===== src/rtl/cba_pkg.sv =====
package cba_pkg;
    localparam int GRP_W = 4;

    typedef logic [GRP_W-1:0] nib_t;

    typedef struct packed {
        nib_t prop;
        nib_t gen;
    } pg_t;

    typedef struct packed {
        logic cout;
        nib_t sum;
    } grp_res_t;

    function automatic pg_t make_pg(input nib_t a, input nib_t b);
        pg_t r;
        r.prop = a ^ b;
        r.gen  = a & b;
        return r;
    endfunction
endpackage


===== src/rtl/cba_group.sv =====
module cba_group
    import cba_pkg::*;
(
    input  nib_t     a,
    input  nib_t     b,
    input  logic     cin,
    output grp_res_t res
);
    pg_t              pg;
    logic [GRP_W:0]   chain;
    logic             skip;

    always_comb begin
        pg       = make_pg(a, b);
        chain[0] = cin;
        for (int i = 0; i < GRP_W; i++) begin
            chain[i+1] = pg.gen[i] | (pg.prop[i] & chain[i]);
        end
        skip     = &pg.prop;
        res.sum  = pg.prop ^ chain[GRP_W-1:0];
        res.cout = skip ? cin : chain[GRP_W];
    end
endmodule


===== src/rtl/cba_delay.sv =====
module cba_delay #(
    parameter int W     = 1,
    parameter int DEPTH = 1
) (
    input  logic         clk,
    input  logic         rst,
    input  logic [W-1:0] d,
    output logic [W-1:0] q
);
    generate
        if (DEPTH < 1) begin : g_bad_depth
            $fatal(1, "cba_delay needs DEPTH of at least 1");
        end
    endgenerate

    logic [W-1:0] stg [DEPTH];

    always_ff @(posedge clk) begin
        if (rst) begin
            for (int i = 0; i < DEPTH; i++) stg[i] <= '0;
        end else begin
            stg[0] <= d;
            for (int i = 1; i < DEPTH; i++) stg[i] <= stg[i-1];
        end
    end

    assign q = stg[DEPTH-1];
endmodule


===== src/rtl/pipe_bypass_adder.sv =====
module pipe_bypass_adder
    import cba_pkg::*;
#(
    parameter int WIDTH = 16
) (
    input  logic             clk,
    input  logic             rst,
    input  logic             in_valid,
    input  logic [WIDTH-1:0] in_a,
    input  logic [WIDTH-1:0] in_b,
    input  logic             in_cin,
    output logic             out_valid,
    output logic [WIDTH-1:0] out_sum,
    output logic             out_cout
);
    localparam int NGRP = WIDTH / GRP_W;

    generate
        if ((WIDTH % GRP_W) != 0 || WIDTH < GRP_W) begin : g_bad_width
            $fatal(1, "WIDTH must be a positive multiple of 4");
        end
    endgenerate

    grp_res_t res     [NGRP];
    logic     carry_q [NGRP];

    // inter-group carry registers; the last one is the final carry-out
    always_ff @(posedge clk) begin
        if (rst) begin
            for (int k = 0; k < NGRP; k++) carry_q[k] <= 1'b0;
        end else begin
            for (int k = 0; k < NGRP; k++) carry_q[k] <= res[k].cout;
        end
    end

    assign out_cout = carry_q[NGRP-1];

    genvar k;
    generate
        for (k = 0; k < NGRP; k++) begin : g_grp
            nib_t op_a;
            nib_t op_b;
            logic grp_cin;

            if (k == 0) begin : g_first
                assign op_a    = in_a[GRP_W-1:0];
                assign op_b    = in_b[GRP_W-1:0];
                assign grp_cin = in_cin;
            end else begin : g_later
                logic [2*GRP_W-1:0] skewed;
                cba_delay #(.W(2*GRP_W), .DEPTH(k)) u_skew (
                    .clk (clk),
                    .rst (rst),
                    .d   ({in_a[k*GRP_W +: GRP_W], in_b[k*GRP_W +: GRP_W]}),
                    .q   (skewed)
                );
                assign op_a    = skewed[2*GRP_W-1:GRP_W];
                assign op_b    = skewed[GRP_W-1:0];
                assign grp_cin = carry_q[k-1];
            end

            cba_group u_grp (
                .a   (op_a),
                .b   (op_b),
                .cin (grp_cin),
                .res (res[k])
            );

            cba_delay #(.W(GRP_W), .DEPTH(NGRP-k)) u_deskew (
                .clk (clk),
                .rst (rst),
                .d   (res[k].sum),
                .q   (out_sum[k*GRP_W +: GRP_W])
            );
        end
    endgenerate

    cba_delay #(.W(1), .DEPTH(NGRP)) u_vpipe (
        .clk (clk),
        .rst (rst),
        .d   (in_valid),
        .q   (out_valid)
    );
endmodule


===== config.mk =====
export PLATFORM = sky130hd
export DESIGN_NAME = pipe_bypass_adder
export DESIGN_NICKNAME = d
export VERILOG_FILES = /design/src/rtl/cba_pkg.sv /design/src/rtl/cba_group.sv /design/src/rtl/cba_delay.sv /design/src/rtl/pipe_bypass_adder.sv
export SDC_FILE = /design/constraint.sdc
export NUM_CORES = 1
export LEC_CHECK = 0
export ABC_AREA = 1
export BUFFER_PORTS_ARGS = -buffer_cell sky130_fd_sc_hd__buf_2
export CELL_PAD_IN_SITES_DETAIL_PLACEMENT = 0
export CELL_PAD_IN_SITES_GLOBAL_PLACEMENT = 1
export CORE_AREA = 2 2 122 124
export CTS_BUF_LIST = sky130_fd_sc_hd__clkbuf_2
export DETAILED_ROUTE_END_ITERATION = 8
export DIE_AREA = 0 0 124 126
export HOLD_SLACK_MARGIN = 0.1
export PLACE_DENSITY = 0.6
export SLEW_MARGIN = 20
export SYNTH_ARGS = -nofsm -noshare
export SYNTH_HDL_FRONTEND = slang
export SYNTH_SLANG_ARGS = --single-unit

===== constraint.sdc =====
create_clock -name clk -period 3.45 [get_ports clk]
set_input_delay 0.1725 -clock clk [delete_from_list [all_inputs] [get_ports clk]]
set_output_delay 0.1725 -clock clk [all_outputs]
set_load 0.03 [all_outputs]

======== Word level (Yosys, flattened, before mapping) ========
Memories as Yosys holds them, arrays and structs flattened.
Index checks and enable logic that the tools add are counted.
storage, ports and cells
  bits in registers ....................... 0
  memory bits (writable) .................. 96
  output and inout bits ................... 18
  word-level logic and storage cells ...... 114
  memories kept ........................... 9
memories
  memory                       depth  bits a word  rd ports  clocked after memory_dff  wr ports  RTL line         RTL
  g_grp[3].g_later.u_skew.stg  3      8            3         0                         3         cba_delay.sv:16  logic [W-1:0] stg [DEPTH];
  g_grp[0].u_deskew.stg        4      4            4         0                         4         cba_delay.sv:16
  g_grp[2].g_later.u_skew.stg  2      8            2         0                         2         cba_delay.sv:16
  g_grp[1].u_deskew.stg        3      4            3         0                         3         cba_delay.sv:16
  g_grp[1].g_later.u_skew.stg  1      8            1         0                         1         cba_delay.sv:16
  g_grp[2].u_deskew.stg        2      4            2         0                         2         cba_delay.sv:16
  +3 memories                  -      -            -         -                         -         -
operators by class
  mux-type cells .......................... 33
  bitwise gates (word level) .............. 66
  reductions and logical operators ........ 6
operators by type and width
  kind               number
  $mux W8            6
  $mux W4            10
  $or A1 B1 Y1       38
  $xor A4 B4 Y4      8
  $mux W1            17
  $and A1 B1 Y1      16
  $and A4 B4 Y4      4
  $reduce_and A4 Y1  4
  $reduce_or A8 Y1   1
  $reduce_or A4 Y1   1

======== Logic depth before layout (Yosys ltp) ========
Gate-level depths: netlist of the first run.
  depth in word-level cells ............... 11
  mapped depth ............................ 10
  depth with buffers taken out ............ 10

======== Cells and area by module ========
A second synthesis of the first run with hierarchy kept.
second synthesis, totals
  cells, all modules ...................... 417
  area, all modules ....................... 3712.3 sq um
modules (own cells, without submodules)
  module                                times used  cells each  area an instance (sq um)
  cba_group                             4           24          191.4
  cba_delay at g_grp[3].g_later.u_skew  1           82          743.2
  cba_delay at g_grp[2].g_later.u_skew  1           58          534.3
  cba_delay at g_grp[0].u_deskew        1           50          474.2
  cba_delay at g_grp[1].u_deskew        1           41          371.6
  cba_delay at g_grp[2].u_deskew        1           29          261.5
  cba_delay at g_grp[1].g_later.u_skew  1           25          231.5
  cba_delay at g_grp[3].u_deskew ...    2           12          110.1
  pipe_bypass_adder                     1           12          110.1

======== Worst setup path after synthesis of the first run ========
OpenSTA, ideal clock, no wires.
  path kind ............................... reg2reg
  start point ............................. mem carry_q[0][0]
  end point ............................... mem g_grp[1].u_deskew.stg[0][3] (netlist name)
  setup time .............................. 64 ps
  arrival time ............................ 1834 ps
  data required time ...................... 3386 ps
  slack ................................... 1552 ps
  stages on the path, launching flop included .. 9
  path buffers ............................ 0
  period minus slack after synthesis ...... 1898 ps
  cell sequence ........................... dfxtp_1 inv_1 fa_1 inv_1 fa_1 fa_1 inv_1 fa_1 nor2_1
RTL lines
  what         RTL line                 RTL
  from (decl)  pipe_bypass_adder.sv:25  logic carry_q [NGRP];
  to (decl)    cba_delay.sv:16

==> results.sh, run 1 <==
export IMPL_status="finished, final reports clean"
export IMPL_hold_violations=0
export IMPL_r2r_cells=8
export IMPL_fin_crit_sh_pct=88.5
export IMPL_peakVddDrop_mv=0.138
export IMPL_relSlewSlack_pct=66.5
export IMPL_clkTransAtPathRegs_ns=0.22
export IMPL_area_delta_synth_final_pct=26.5
export IMPL_firstDrtPassIters=4
export IMPL_die_h_um=126
export IMPL_hp_start="in_a[15]"
export IMPL_maxCapViolCount=0
export IMPL_num_antenna_cells=0
export IMPL_ys_ff_latch=96
export IMPL_p_int_mw=1.44
export IMPL_endpoint_kind="register"
export IMPL_antenna_found_initial=0
export IMPL_via_per_inst=3.42
export IMPL_cts_root_buf="clkbuf_2"
export IMPL_routabilityCongestion=0.719
export IMPL_drtIter0Drc=54
export IMPL_synth_edf_count=0
export IMPL_synth_area_leaders="dfxtp_1, inv_1, nor2_1"
export IMPL_synth_cell_types=9
export IMPL_dieArea_mm2=0.0156
export IMPL_track_usage_pct=7.88
export IMPL_crit_fanout=2
export IMPL_min_path_cells=4
export IMPL_swShare_pct=24.3
export IMPL_tns_ns=0
export IMPL_hold_end="g_grp[3].g_later.u_skew.stg[0][7]"
export IMPL_fin_ws_ns=0.398
export IMPL_ys_top_cells_by_count="inv_1, nor2_1, dfxtp_1"
export IMPL_start_kind="primary input"
export IMPL_clockPowerShare_pct=27.0
export IMPL_slew_viol_final=0
export IMPL_r2r_slack_ns=1.40
export IMPL_clockBufferDepth=2
export IMPL_rows=44
export IMPL_syn_inst=383
export IMPL_clock_sinks=96
export IMPL_synth_top_cell_area_share_pct=55.0
export IMPL_pin_count=54
export IMPL_cts_tree="yes"
export IMPL_port_buffer_count=53
export IMPL_pwr_share_seq_pct=62.4
export IMPL_cts_setup_buffers=0
export IMPL_grt_pass1_wl_um=9360
export IMPL_dp_hpwl_um=3380
export IMPL_grt_max_degree=53
export IMPL_die_w_um=124
export IMPL_rsz0062_at_grt="false"
export IMPL_hold_class="in2reg"
export IMPL_grt_ovfl_total=0
export IMPL_grt_pass1_vias=2216
export IMPL_ys_flop_type="dfxtp_1"
export IMPL_syn_nets=451
export IMPL_wl_per_cell_um=7.83
export IMPL_place_ws_ns=1.40
export IMPL_seq_area_frac_synth_pct=55.0
export IMPL_period_minus_slack_ns=3.05
export IMPL_hold_ws_ns=0.327
export IMPL_async_flop_share_pct=0
export IMPL_ys_warn_count=0
export IMPL_rr_endpoint="g_grp[1].u_deskew.stg[0][3]"
export IMPL_initial_core_util_pct=24.4
export IMPL_drc=0
export IMPL_worstMarginPinSlew_ns=0.502
export IMPL_ant_nets=0
export IMPL_vias=2275
export IMPL_leakagePower_nw=2.21
export IMPL_p_switching_mw=0.462
export IMPL_cp_arrival_ns=3.57
export IMPL_cts_inserted_buffers=9
export IMPL_r2r_start="carry_q[0][0]"
export IMPL_power_density_mw_per_mm2=430
export IMPL_skew_ns=0.0193
export IMPL_wirelength_um=5220
export IMPL_p_comb_share_pct=10.6
export IMPL_worstPathRequired_ns=3.97
export IMPL_drive_gt1_share_pct=13.9
export IMPL_synth_top_area_cell="dfxtp_1"
export IMPL_setup_violations=0
export IMPL_postCtsHoldBufs=48
export IMPL_fmax_mhz=328
export IMPL_path_class="in2reg"
export IMPL_nets=546
export IMPL_core_mm2=0.0143
export IMPL_cts_resized=0
export IMPL_ctsHtreeMaxLevel=3
export IMPL_post_synth_top_count_cell="inv_1"
export IMPL_syn_cell_area_mm2=0.00349
export IMPL_syn_area_per_cell_um2=9.12
export IMPL_clk_latency_ns=0.57
==> worst max-delay path: stages <==
cell	delay [ns]
dlygate4sd3_1	0.55
buf_2	0.13
inv_1	0.06
fa_1	0.16
inv_1	0.05
fa_1	0.37
fa_1	0.39
inv_1	0.08
fa_1	0.39
dlygate4sd3_1	0.56
nor2_1	0.09
dlygate4sd3_1	0.55
==> layout make-up <==
type / count / area, um^2
clock buffers: 11 / 55.1
repair buffers: 102 / 756
fillers: 1546 / 9890
well taps: 184 / 230
flip-flops and latches: 96 / 1920
multi-input cells: 152 / 971
inverters: 117 / 439
clock inverters: 4 / 46.3
==> kinds of logic after synthesis <==
group / after synthesis / synth area share (%)
adder cells (fa/ha/maj): 32 / 14.9
buffers and inverters: 135 / 17.2
flip-flops: 96 / 55.0
AND/OR/NAND/NOR: 120 / 12.9
==> sequential cells by signal, indices dropped and copies added, names as in the netlist <==
name and flops:
g_grp.u_deskew.stg 40, carry_q 4, u_vpipe.stg 4, g_grp.g_later.u_skew.stg 48
==> power groups by stage <==
stage | clock (mW) | sequential [mW] | combinational [mW]
after global placement | 0 | 1.21 | 0.152
final | 0.512 | 1.19 | 0.201
after CTS | 0.555 | 1.19 | 0.206
after detailed placement | 0 | 1.21 | 0.154
after global routing | 0.592 | 1.20 | 0.235
after floorplan | 0 | 1.21 | 0.111
==> worst max-delay path by stage <==
| stage | depth (start not counted) | endpoint | startpoint | slack [ns] |
|---|---|---|---|---|
| global route | 12 | g_grp[0].u_deskew.stg[0][3] | in_b[0] | 0.32 |
| finish | 12 | g_grp[0].u_deskew.stg[0][3] | in_b[0] | 0.40 |
| global placement | 8 | g_grp[2].u_deskew.stg[0][3] | carry_q[0][1] | 1.40 |
| detailed placement | 8 | g_grp[2].u_deskew.stg[0][3] | carry_q[0][1] | 1.40 |
| floorplan | 8 | g_grp[1].u_deskew.stg[0][3] | carry_q[0][0] | 1.55 |
| CTS | 12 | g_grp[0].u_deskew.stg[0][3] | in_b[0] | 0.50 |
==> layer usage <==
layer	share of wire, %	global-route usage (%)	vias to the layer above
met5	0	0	-
met4	3.6	5.75	0
met3	4.8	2.85	13
met2	46	12.8	32
met1	45	8.28	1020
li1	-	-	1210
==> placed cells by master (no fill, tap or decap) <==
| cell type | count |
|---|---|
| inv_1 | 117 |
| dlygate4sd3_1 | 48 |
| clkinv_4 | 1 |
| nand2_1 | 16 |
| fa_1 | 16 |
| bufinv_16 | 1 |
| buf_2 | 52 |
| nor2_1 | 104 |
| dfxtp_1 | 96 |
| ha_1 | 16 |
| clkinv_1 | 2 |
| buf_4 | 2 |
| clkbuf_2 | 11 |
==> metrics by stage <==
stage                     total power [mW]  utilization (%)  instances  cell area, um^2
final                                 1.90             30.9        666             4420
after floorplan                       1.32                -        383             3490
after global placement                1.36             26.8        603             3840
after detailed placement              1.36             26.8        603             3840
after CTS                             1.95             30.9        666             4420
after global routing                  2.02             30.9        666             4420
Power figures use the tool's default switching activity.
==> inputs of run 2 (changes only) <==
--- a/config.mk
+++ b/config.mk
@@ -9,12 +9,12 @@
 export BUFFER_PORTS_ARGS = -buffer_cell sky130_fd_sc_hd__buf_2
 export CELL_PAD_IN_SITES_DETAIL_PLACEMENT = 0
 export CELL_PAD_IN_SITES_GLOBAL_PLACEMENT = 1
-export CORE_AREA = 2 2 122 124
+export CORE_AREA = 2 2 171 89
 export CTS_BUF_LIST = sky130_fd_sc_hd__clkbuf_2
 export DETAILED_ROUTE_END_ITERATION = 8
-export DIE_AREA = 0 0 124 126
+export DIE_AREA = 0 0 173 91
 export HOLD_SLACK_MARGIN = 0.1
-export PLACE_DENSITY = 0.6
+export PLACE_DENSITY_LB_ADDON = 0.1
 export SLEW_MARGIN = 20
 export SYNTH_ARGS = -nofsm -noshare
 export SYNTH_HDL_FRONTEND = slang
==> results.sh, run 2 (same netlist as run 1, synthesis figures left out) <==
export IMPL_layout_common_cells="inv_1, nor2_1, dfxtp_1"
export IMPL_rr_endpoint="g_grp[2].u_deskew.stg[0][3]"
export IMPL_grt_pass1_vias=2316
export IMPL_initial_core_util_pct=24.6
export IMPL_antenna_found_initial=0
export IMPL_path_class="in2reg"
export IMPL_skew_ns=0.0255
export IMPL_hold_violations=0
export IMPL_cts_tree="yes"
export IMPL_slew_viol_final=0
export IMPL_port_buffer_count=53
export IMPL_wl_per_cell_um=8.14
export IMPL_r2r_start="carry_q[0][1]"
export IMPL_nets=549
export IMPL_firstDrtPassIters=3
export IMPL_routabilityCongestion=0.639
export IMPL_peakVddDrop_mv=0.131
export IMPL_track_usage_pct=8.03
export IMPL_largest_register_ffs=48
export IMPL_relSlewSlack_pct=64.3
export IMPL_regMostFlops="g_grp.g_later.u_skew.stg"
export IMPL_grt_pass1_wl_um=9980
export IMPL_top_regs="g_grp.g_later.u_skew.stg (48), g_grp.u_deskew.stg (40)"
export IMPL_dp_cells=617
export IMPL_final_common_cell="inv_1"
export IMPL_pin_count=54
export IMPL_rsz0062_at_grt="false"
export IMPL_cp_arrival_ns=3.02
export IMPL_crit_fanout=2
export IMPL_start_kind="primary input"
export IMPL_cp_startpoint="in_cin"
export IMPL_via_per_inst=3.27
export IMPL_area_delta_synth_final_pct=28.1
export IMPL_grt_ovfl_total=0
export IMPL_maxCapViolCount=0
export IMPL_clockBufferDepth=2
export IMPL_rows=31
export IMPL_leakagePower_nw=2.23
export IMPL_status="finished, final reports clean"
export IMPL_worstMarginPinSlew_ns=0.535
export IMPL_endpoint="g_grp[0].u_deskew.stg[0][3]"
export IMPL_tns_ns=0
export IMPL_worstPathRequired_ns=3.95
export IMPL_cts_setup_buffers=0
export IMPL_clock_sinks=96
export IMPL_clkTransAtPathRegs_ns=0.30
export IMPL_ant_nets=0
export IMPL_fmax_mhz=396
export IMPL_drive_gt1_share_pct=14.4
export IMPL_drtIter0Drc=61
export IMPL_setup_violations=0
export IMPL_core_mm2=0.0142
export IMPL_r2r_cells=8
export IMPL_r2r_slack_ns=1.38
export IMPL_die_w_um=173
export IMPL_cts_inserted_buffers=9
export IMPL_final_cells=685
export IMPL_die_h_um=91
export IMPL_dieArea_mm2=0.0157
export IMPL_ctsHtreeMaxLevel=3
export IMPL_power_density_mw_per_mm2=426
export IMPL_cts_resized=0
export IMPL_fin_crit_sh_pct=73.2
export IMPL_drc=0
export IMPL_clk_latency_ns=0.56
export IMPL_postCtsHoldBufs=51
export IMPL_endpoint_kind="register"
export IMPL_cts_root_buf="clkbuf_2"
export IMPL_vias=2239
export IMPL_wirelength_um=5580
export IMPL_hold_class="in2reg"
export IMPL_dp_hpwl_um=3800
export IMPL_grt_max_degree=53
export IMPL_period_minus_slack_ns=2.53
## run 2: cell count changes in the layout (fill, tap and decap cells not counted)
cell           delta
diode_2           +1
inv_6             +3
clkinv_2          +1
clkinv_1          -2
dlygate4sd3_1     +3
clkbuf_2          -2
clkinv_4          +1
inv_8             +1
bufinv_16         -1
## run 2: through the flow
stage	hold WS [ns]	utilization, %	power [mW]	instance area (um^2)	setup slack [ns]
after CTS	0.232	31.5	1.96	4470	0.994
after global routing	0.214	31.5	2.04	4470	0.888
final	0.319	31.5	1.91	4470	0.923
after floorplan	0.279	-	1.32	3490	1.55
after detailed placement	0.381	27.2	1.37	3850	1.38
after global placement	0.375	27.2	1.37	3850	1.38
## run 2: final cells by class
| cell class | instances | area, um^2 |
|---|---|---|
| well taps | 198 | 248 |
| inverters | 117 | 439 |
| fillers | 1556 | 9720 |
| clock buffers | 9 | 45.0 |
| flip-flops and latches | 96 | 1920 |
| clock inverters | 7 | 60.1 |
| multi-input cells | 152 | 971 |
| diodes | 1 | 2.50 |
| repair buffers | 105 | 786 |
## run 2: worst max-delay path, stage by stage
cell           delay [ns]
dlygate4sd3_1        0.54
buf_2                0.12
inv_1                0.08
fa_1                 0.19
inv_1                0.05
fa_1                 0.37
fa_1                 0.37
inv_1                0.07
fa_1                 0.40
dlygate4sd3_1        0.57
nor2_1               0.10
## run 2: power by group
part	total, mW	internal, mW	switching [mW]
clock network	0.515	0.111	0.403
logic	0.204	0.105	0.0995
registers	1.19	1.17	0.0188
## run 2: how the worst min path moves through the flow
stage,startpoint,end,slack (ns),cells past startpoint
6_report,in_b[13],g_grp[3].g_later.u_skew.stg[0][1],0.32,4
5_1_grt,in_b[13],g_grp[3].g_later.u_skew.stg[0][1],0.21,4
4_1_cts,in_b[13],g_grp[3].g_later.u_skew.stg[0][1],0.23,4
3_5_place_dp,in_a[10],g_grp[2].g_later.u_skew.stg[0][6],0.38,3
3_3_place_gp,in_b[14],g_grp[3].g_later.u_skew.stg[0][2],0.38,3
2_1_floorplan,in_b[4],g_grp[1].g_later.u_skew.stg[0][0],0.28,2
## run 2: routing by layer
metal  GRT usage (%)  vias to the layer above  wire [um]
met3            3.77                        9        305
met1            10.3                      977       3030
met5               0                        -          0
met4            2.54                        0         80
li1                -                     1215          -
met2            11.9                       38       2160
